**src/rtl/seq_pkg.sv**
```systemverilog
package seq_pkg;
  typedef enum logic [1:0] {
    ST_OP  = 2'd0,  // opcode fetch
    ST_OPR = 2'd1,  // operand / displacement fetch
    ST_ADD = 2'd2,  // dummy fetch, low-byte add
    ST_FIX = 2'd3   // speculative fetch discarded, high-byte fix
  } seq_state_e;
endpackage

```
**src/rtl/byte_adder.sv**
```systemverilog
module byte_adder #(
  parameter int W = 8
) (
  input  logic [W-1:0] a_i,
  input  logic [W-1:0] b_i,
  input  logic         cin_i,
  output logic [W-1:0] sum_o,
  output logic         cout_o
);
  logic [W:0] full;
  assign full   = {1'b0, a_i} + {1'b0, b_i} + {{W{1'b0}}, cin_i};
  assign sum_o  = full[W-1:0];
  assign cout_o = full[W];
endmodule

```
**src/rtl/addr_incr.sv**
```systemverilog
module addr_incr #(
  parameter int W = 16
) (
  input  logic [W-1:0] a_i,
  output logic [W-1:0] y_o
);
  assign y_o = a_i + W'(1);
endmodule

```
**src/rtl/seq_ctrl.sv**
```systemverilog
module seq_ctrl
  import seq_pkg::*;
#(
  parameter int CNT_W = 3
) (
  input  logic             clk_i,
  input  logic             rst_ni,
  input  logic             start_i,
  input  logic             is_branch_i,
  input  logic             cond_i,
  input  logic             fix_i,
  output seq_state_e       state_o,
  output logic [CNT_W-1:0] cyc_cnt_o
);
  seq_state_e       state_q, state_n;
  logic             br_q, br_n;
  logic [CNT_W-1:0] cnt_q, cyc_q;

  always_comb begin
    state_n = state_q;
    br_n    = br_q;
    case (state_q)
      ST_OP: begin
        state_n = ST_OPR;
        br_n    = is_branch_i;
      end
      ST_OPR:  state_n = (br_q && cond_i) ? ST_ADD : ST_OP;
      ST_ADD:  state_n = fix_i ? ST_FIX : ST_OP;
      ST_FIX:  state_n = ST_OP;
      default: state_n = ST_OP;
    endcase
    if (start_i) state_n = ST_OP;
  end

  always_ff @(posedge clk_i or negedge rst_ni) begin
    if (!rst_ni) begin
      state_q <= ST_OP;
      br_q    <= 1'b0;
      cnt_q   <= '0;
      cyc_q   <= '0;
    end else begin
      state_q <= state_n;
      br_q    <= br_n;
      if (start_i) begin
        cnt_q <= '0;
        cyc_q <= '0;
      end else if (state_n == ST_OP) begin
        cnt_q <= '0;
        cyc_q <= cnt_q + CNT_W'(1);
      end else begin
        cnt_q <= cnt_q + CNT_W'(1);
      end
    end
  end

  assign state_o   = state_q;
  assign cyc_cnt_o = cyc_q;
endmodule

```
**src/rtl/branch_seq.sv**
```systemverilog
module branch_seq
  import seq_pkg::*;
#(
  parameter int          DATA_W     = 8,
  parameter int          CNT_W      = 3,
  parameter logic [15:0] RESET_ADDR = 16'h0000
) (
  input  logic              clk_i,
  input  logic              rst_ni,
  input  logic              start_i,
  input  logic [15:0]       start_addr_i,
  input  logic [DATA_W-1:0] rdata_i,
  input  logic              is_branch_i,
  input  logic              cond_i,
  output logic [15:0]       addr_o,
  output logic              op_valid_o,
  output logic [CNT_W-1:0]  cyc_cnt_o
);
  localparam int ADDR_W = 2 * DATA_W;

  seq_state_e        state;
  logic [ADDR_W-1:0] addr_q, addr_n, addr_inc;
  logic [DATA_W-1:0] off_q, add_a, add_b, add_sum;
  logic              dir_q, add_cin, add_cout, fix;
  logic [DATA_W-1:0] hi_q, lo_q;

  assign hi_q = addr_q[ADDR_W-1:DATA_W];
  assign lo_q = addr_q[DATA_W-1:0];

  addr_incr #(.W(ADDR_W)) u_inc (.a_i(addr_q), .y_o(addr_inc));

  // single shared byte adder: low byte in ST_ADD, high byte in ST_FIX
  always_comb begin
    add_a   = '0;
    add_b   = '0;
    add_cin = 1'b0;
    case (state)
      ST_ADD: begin
        add_a = lo_q;
        add_b = off_q;
      end
      ST_FIX: begin
        add_a   = hi_q;
        add_b   = dir_q ? {DATA_W{1'b1}} : '0;
        add_cin = ~dir_q;
      end
      default: ;
    endcase
  end

  byte_adder #(.W(DATA_W)) u_add (
    .a_i(add_a), .b_i(add_b), .cin_i(add_cin),
    .sum_o(add_sum), .cout_o(add_cout)
  );

  // carry with positive offset or no carry with negative offset: page crossed
  assign fix = (state == ST_ADD) && (add_cout ^ off_q[DATA_W-1]);

  seq_ctrl #(.CNT_W(CNT_W)) u_ctrl (
    .clk_i(clk_i), .rst_ni(rst_ni), .start_i(start_i),
    .is_branch_i(is_branch_i), .cond_i(cond_i), .fix_i(fix),
    .state_o(state), .cyc_cnt_o(cyc_cnt_o)
  );

  always_comb begin
    case (state)
      ST_ADD:  addr_n = {hi_q, add_sum};
      ST_FIX:  addr_n = {add_sum, lo_q};
      default: addr_n = addr_inc;
    endcase
    if (start_i) addr_n = start_addr_i;
  end

  always_ff @(posedge clk_i or negedge rst_ni) begin
    if (!rst_ni) begin
      addr_q <= RESET_ADDR;
      off_q  <= '0;
      dir_q  <= 1'b0;
    end else begin
      addr_q <= addr_n;
      if (state == ST_OPR) off_q <= rdata_i;
      if (state == ST_ADD) dir_q <= off_q[DATA_W-1];
    end
  end

  assign addr_o     = addr_q;
  assign op_valid_o = (state == ST_OP);
endmodule

```
**config.mk**
```make
export PLATFORM = sky130hd
export DESIGN_NAME = branch_seq
export DESIGN_NICKNAME = d
export VERILOG_FILES = /design/src/rtl/seq_pkg.sv /design/src/rtl/byte_adder.sv /design/src/rtl/addr_incr.sv /design/src/rtl/seq_ctrl.sv /design/src/rtl/branch_seq.sv
export SDC_FILE = /design/constraint.sdc
export NUM_CORES = 1
export LEC_CHECK = 0
export ABC_CLOCK_PERIOD_IN_PS = 3250
export BUFFER_PORTS_ARGS = -buffer_cell sky130_fd_sc_hd__buf_2
export CAP_MARGIN = 20
export CORE_AREA = 2 2 61 106
export DETAILED_ROUTE_END_ITERATION = 8
export DIE_AREA = 0 0 63 108
export PLACE_DENSITY_LB_ADDON = 0.05
export SLEW_MARGIN = 20
export SYNTH_ARGS = -nofsm -noshare
export SYNTH_HDL_FRONTEND = slang
export SYNTH_SLANG_ARGS = --single-unit
```
**constraint.sdc**
```tcl
create_clock -name clk_i -period 3.25 [get_ports clk_i]
set_input_delay 0 -clock clk_i [delete_from_list [all_inputs] [get_ports clk_i]]
set_output_delay 0 -clock clk_i [all_outputs]
set_load 0.02 [all_outputs]
```
==> reports/results.md <==
| Group | Item | Reported |
| --- | --- | --- |
| sta | Shortest clock period the worst path allows after layout | 2980 ps |
| synthesis | Register bit count reported by yosys | 34 |
| worst setup path | Crit path buffers/inverters | 1 |
| synthesis | Share of the synthesized netlist area taken by xor and xnor gates | 2.02% |
| worst setup path | Endpoint of the most critical setup path | u_ctrl.state_o[0] |
| worst setup path | CP max-delay cell | sky130_fd_sc_hd__dfrtp_2 |
| sta | Worst relative slew slack | 42.4% |
| sta | Number of max-slew violations in the final report | 0 |
| cts | Sink count of the clock tree | 34 |
| floorplan | # rows | 37 |
| sta | Post-Route Setup TNS | 0 ps |
| power | Worst IR Drop VDD | 0.227 mV |
| floorplan | Initial standard-cell utilization of the core | 44.2% |
| route | Number of vias in the routed layout | 2595 |
| worst setup path | RR Endpoint | u_ctrl.state_o[0] |
| worst setup path | Critical-path maximum fanout | 9 |
| grt | Leftover overflow at the end of global routing | 0 |
| layout | Share of final-layout standard cells stronger than drive strength 1 | 21.0% |
| worst setup path | Kind of cell with the highest combined delay on the critical path | adder cells |
| status | Run status | completed |
| route | ANT nets after route | 0 |
| placement | Cell Count Post-Placement | 431 |
| worst setup path | Beginning of the critical path | u_ctrl.state_o[0] |
| route | Post-DR vias/cell | 5.60 |
| layout | Area grow syn2layout | 27.1% |
| cts | CTS H-tree lvls | 2 |
| worst setup path | Flop-to-flop setup slack | 270 ps |
| sta | Minimum hold slack | 80.7 ps |
| sta | Ratio of final minimum period to clock period | 91.6% |
| placement | Buffers on Ports | 48 |
| worst setup path | Startpoint of the worst register-to-register path | u_ctrl.state_o[0] |
| sta | Worst Clk Skew | 8.52 ps |
| synthesis | Area share of the largest cell type after synthesis | 32.8% |
| synthesis | Synthesized-area fraction occupied by adder cells | 5.88% |
| grt | Initial antenna violation count | 0 |
| worst setup path | Largest stage delay, worst path | 470 ps |
| placement | Estimated wirelength of the detail-placed design | 5590 µm |
| synthesis | Synth cell count leaders | sky130_fd_sc_hd__dfrtp_1 (34), sky130_fd_sc_hd__nand2_1 (29), sky130_fd_sc_hd__o21ai_0 (29), sky130_fd_sc_hd__a21oi_1 (28), sky130_fd_sc_hd__nor2_1 (23) |
| worst setup path | Total number of cells along the worst setup path | 11 |
| sta | Pin slew with the least headroom to its limit | 862 ps |
| sta | Final Hold Viols | 0 |
| cts | Clock slew seen by the registers of the worst setup and hold paths | 70 ps |
| layout | Count of placed standard cells in the final layout, fillers left out | 463 |
| synthesis | Number of enable flip-flop cells after synthesis | 0 |
| placement | Routability congestion estimate from global placement | 0.843 |
| worst setup path | CP startpoint kind | register |
| synthesis | Syn Inst Count | 316 |
| cts | Number of setup buffers added after CTS | 0 |
| grt | Via count of the first global-routing pass | 2606 |
| synthesis | Average footprint of a synthesized cell | 8.22 µm² |
| synthesis | Number of distinct library cell variants in the gate-level netlist after synthesis | 58 |
| cts | Bufs on Longest Clock Path | 2 |
| floorplan | Placeable core region | 5880 µm² |
| cts | Insertion delay to the later sink of the worst-skew pair | 290 ps |
| route | DRC violation count after routing | 0 |
| layout | Nets | 424 |
| synthesis | Combinational family with the most area after synthesis | compound AO/OA/AOI/OAI gates |
| worst setup path | Arrival time at the worst endpoint | 3160 ps |
| cts | CTS root buf | sky130_fd_sc_hd__clkbuf_8 |
| floorplan | Die Footprint | 6800 µm² |
| grt | GRT Overall Usage | 22.9% |
| synthesis | Cell type with the highest aggregate area in the netlist | sky130_fd_sc_hd__dfrtp_1 |
| synthesis | Most common cell in the netlist | sky130_fd_sc_hd__dfrtp_1 |
| route | Post-detailed-route wirelength per cell | 16.1 µm |
| hold path | Path category of the worst min-delay check | primary input to register |
| floorplan | Vertical die dimension | 108 µm |
| synthesis | Share of synthesized registers carrying an async set or reset | 100% |
| grt | Maximum number of pins on one net before global-route repair | 43 |
| floorplan | Horiz. Die Dim | 63 µm |
| power | Total power density per cell area | 391 nW/µm² |
| worst setup path | Sort of element at the end of the critical path | register |
| worst setup path | Worst setup path category | register to register |
| synthesis | Compound-Gate Fraction of Synth Area | 24.3% |
| sta | Final setup violation count | 0 |
| synthesis | Count of warnings emitted by yosys | 0 |
| worst setup path | Cell-by-cell listing of the critical path | nand2_1 -> o21ai_1 -> nand2_1 -> fa_1 -> fa_1 -> nand2b_1 -> a21oi_2 -> buf_4 -> a21oi_1 -> xor2_1 -> a211oi_1 |
| floorplan | Number of top-level pins | 49 |
| worst setup path | Worst endpoint required time | 3440 ps |
| synthesis | Combined area of all synthesized cells | 2600 µm² |
| route | Count of TritonRoute iterations in the first routing pass | 5 |
| synthesis | Top flip-flop cell by instance count after synthesis | sky130_fd_sc_hd__dfrtp_1 |
| cts | Clock tree from TritonCTS | done |
| route | Routed Wire Length | 7450 µm |
| synthesis | Multiplexer area fraction after synthesis | 6.99% |
| worst setup path | Reg2reg path depth | 11 |
| synthesis | Syn_nets | 356 |
| grt | Global-route wire length before repair | 12300 µm |
| layout | Diodes inserted | 0 |
| sta | Maximum achievable frequency | 336 MHz |
| cts | Number of clock buffers inserted by TritonCTS | 5 |
| route | Number of DRC violations after detailed-routing iteration 0 | 194 |
| synthesis | Area fraction in and, or, nand and nor cells after synthesis | 22.7% |
| synthesis | Leading post-synthesis cells by cell area | sky130_fd_sc_hd__dfrtp_1 (33%), sky130_fd_sc_hd__o21ai_0 (5.6%), sky130_fd_sc_hd__a21oi_1 (5.4%) |
| sta | RSZ-0062 raised after global routing | no |
| power | Leakage | 1.46 nW |
| synthesis | Sequential area share after synthesis | 32.8% |
| flow run | Max cap viols | 0 |
worst min-delay path by stage:
| stage | slack (ps) | startpoint | cells after the start | endpoint |
|---|---|---|---|---|
| 6_report | 80 | start_addr_i[15] | 4 | addr_o[15] |
| 5_1_grt | 90 | start_addr_i[15] | 4 | addr_o[15] |
| 4_1_cts | 80 | start_addr_i[15] | 4 | addr_o[15] |
| 3_5_place_dp | 130 | rst_ni | 1 | addr_o[13] |
| 3_3_place_gp | 130 | rst_ni | 1 | addr_o[13] |
| 2_1_floorplan | -300 | rst_ni | 0 | addr_o[0] |
timing repair:
item                                   in CTS  in global routing
hold buffers                               24                  0
gates resized for setup                     0                  3
endpoints found under the hold margin      57                  0
setup endpoints to repair                   0                 10
registers in the layout (all words and copies together), names as in the netlist:
| signal | count |
|---|---|
| dir_q | 1 |
| u_ctrl.br_q | 1 |
| u_ctrl.state_o | 2 |
| off_q | 8 |
| addr_o | 16 |
| u_ctrl.cyc_cnt_o | 3 |
| u_ctrl.cnt_q | 3 |
worst min-delay path: cells and delay by family:
family          cells  cell delay (ps)
compound gates      2              190
buf+inv             2              140
cell usage in the layout, fill, tap and decap left out, types with 3 or more instances in the layout:
| cell | instances |
|---|---|
| sky130_fd_sc_hd__nand2b_1 | 12 |
| sky130_fd_sc_hd__nor2_1 | 23 |
| sky130_fd_sc_hd__buf_4 | 8 |
| sky130_fd_sc_hd__mux2i_1 | 8 |
| sky130_fd_sc_hd__nand2_1 | 29 |
| sky130_fd_sc_hd__a31oi_1 | 4 |
| sky130_fd_sc_hd__o21ai_0 | 28 |
| sky130_fd_sc_hd__xnor2_1 | 5 |
| sky130_fd_sc_hd__a21oi_1 | 27 |
| sky130_fd_sc_hd__nor3b_1 | 3 |
| sky130_fd_sc_hd__buf_2 | 48 |
| sky130_fd_sc_hd__inv_1 | 14 |
| sky130_fd_sc_hd__nor2b_1 | 9 |
| sky130_fd_sc_hd__o21a_1 | 3 |
| sky130_fd_sc_hd__or3_1 | 6 |
| sky130_fd_sc_hd__nand4_1 | 3 |
| sky130_fd_sc_hd__dlygate4sd3_1 | 24 |
| sky130_fd_sc_hd__o31ai_1 | 5 |
| sky130_fd_sc_hd__ha_1 | 9 |
| sky130_fd_sc_hd__dfrtp_1 | 33 |
| sky130_fd_sc_hd__a211oi_1 | 6 |
| sky130_fd_sc_hd__mux2_2 | 9 |
| sky130_fd_sc_hd__nor3_1 | 10 |
| sky130_fd_sc_hd__nand3_1 | 8 |
| sky130_fd_sc_hd__clkbuf_8 | 5 |
metrics by stage:
stage               total power [mW]  setup WS (ps)  utilization [%]  area, µm²
floorplan                      0.761           76.3                -       2600
global placement               0.886            294             50.0       2940
detailed placement             0.891            196             50.0       2940
CTS                             1.30            178             55.9       3290
global route                    1.37           14.9             56.1       3300
finish                          1.29            272             56.1       3300
routing by layer:
metal  share of wire (%)  routed length [µm]  GRT usage (%)
met3                 2.6                 191           2.29
met1                  40                2980           25.4
met2                  55                4070           43.8
met5                   0                   0              0
met4                 2.8                 206           9.68
cell type report:
cell class	count	area, µm²
inverters	15	56.3
multi-input cells	247	1630
clock buffers	5	68.8
well taps	78	97.6
flip-flops and latches	34	852
fillers	574	2580
repair buffers	81	561
clock inverters	3	40.0
power by group:
| group | internal [mW] | leakage (nW) | switching [mW] |
|---|---|---|---|
| Clock | 0.226 | 0.0579 | 0.160 |
| Combinational | 0.158 | 0.984 | 0.188 |
| Sequential | 0.480 | 0.413 | 0.0763 |
cell families (layout without fill, tap and decap cells):
family | Yosys count | count (layout)
compound gates | 99 | 99
xor+xnor | 6 | 6
fa+ha+maj | 11 | 11
buf+inv | 35 | 104
flops | 34 | 34
mux | 17 | 17
simple gates | 114 | 114
Power figures use the tool's default switching activity.
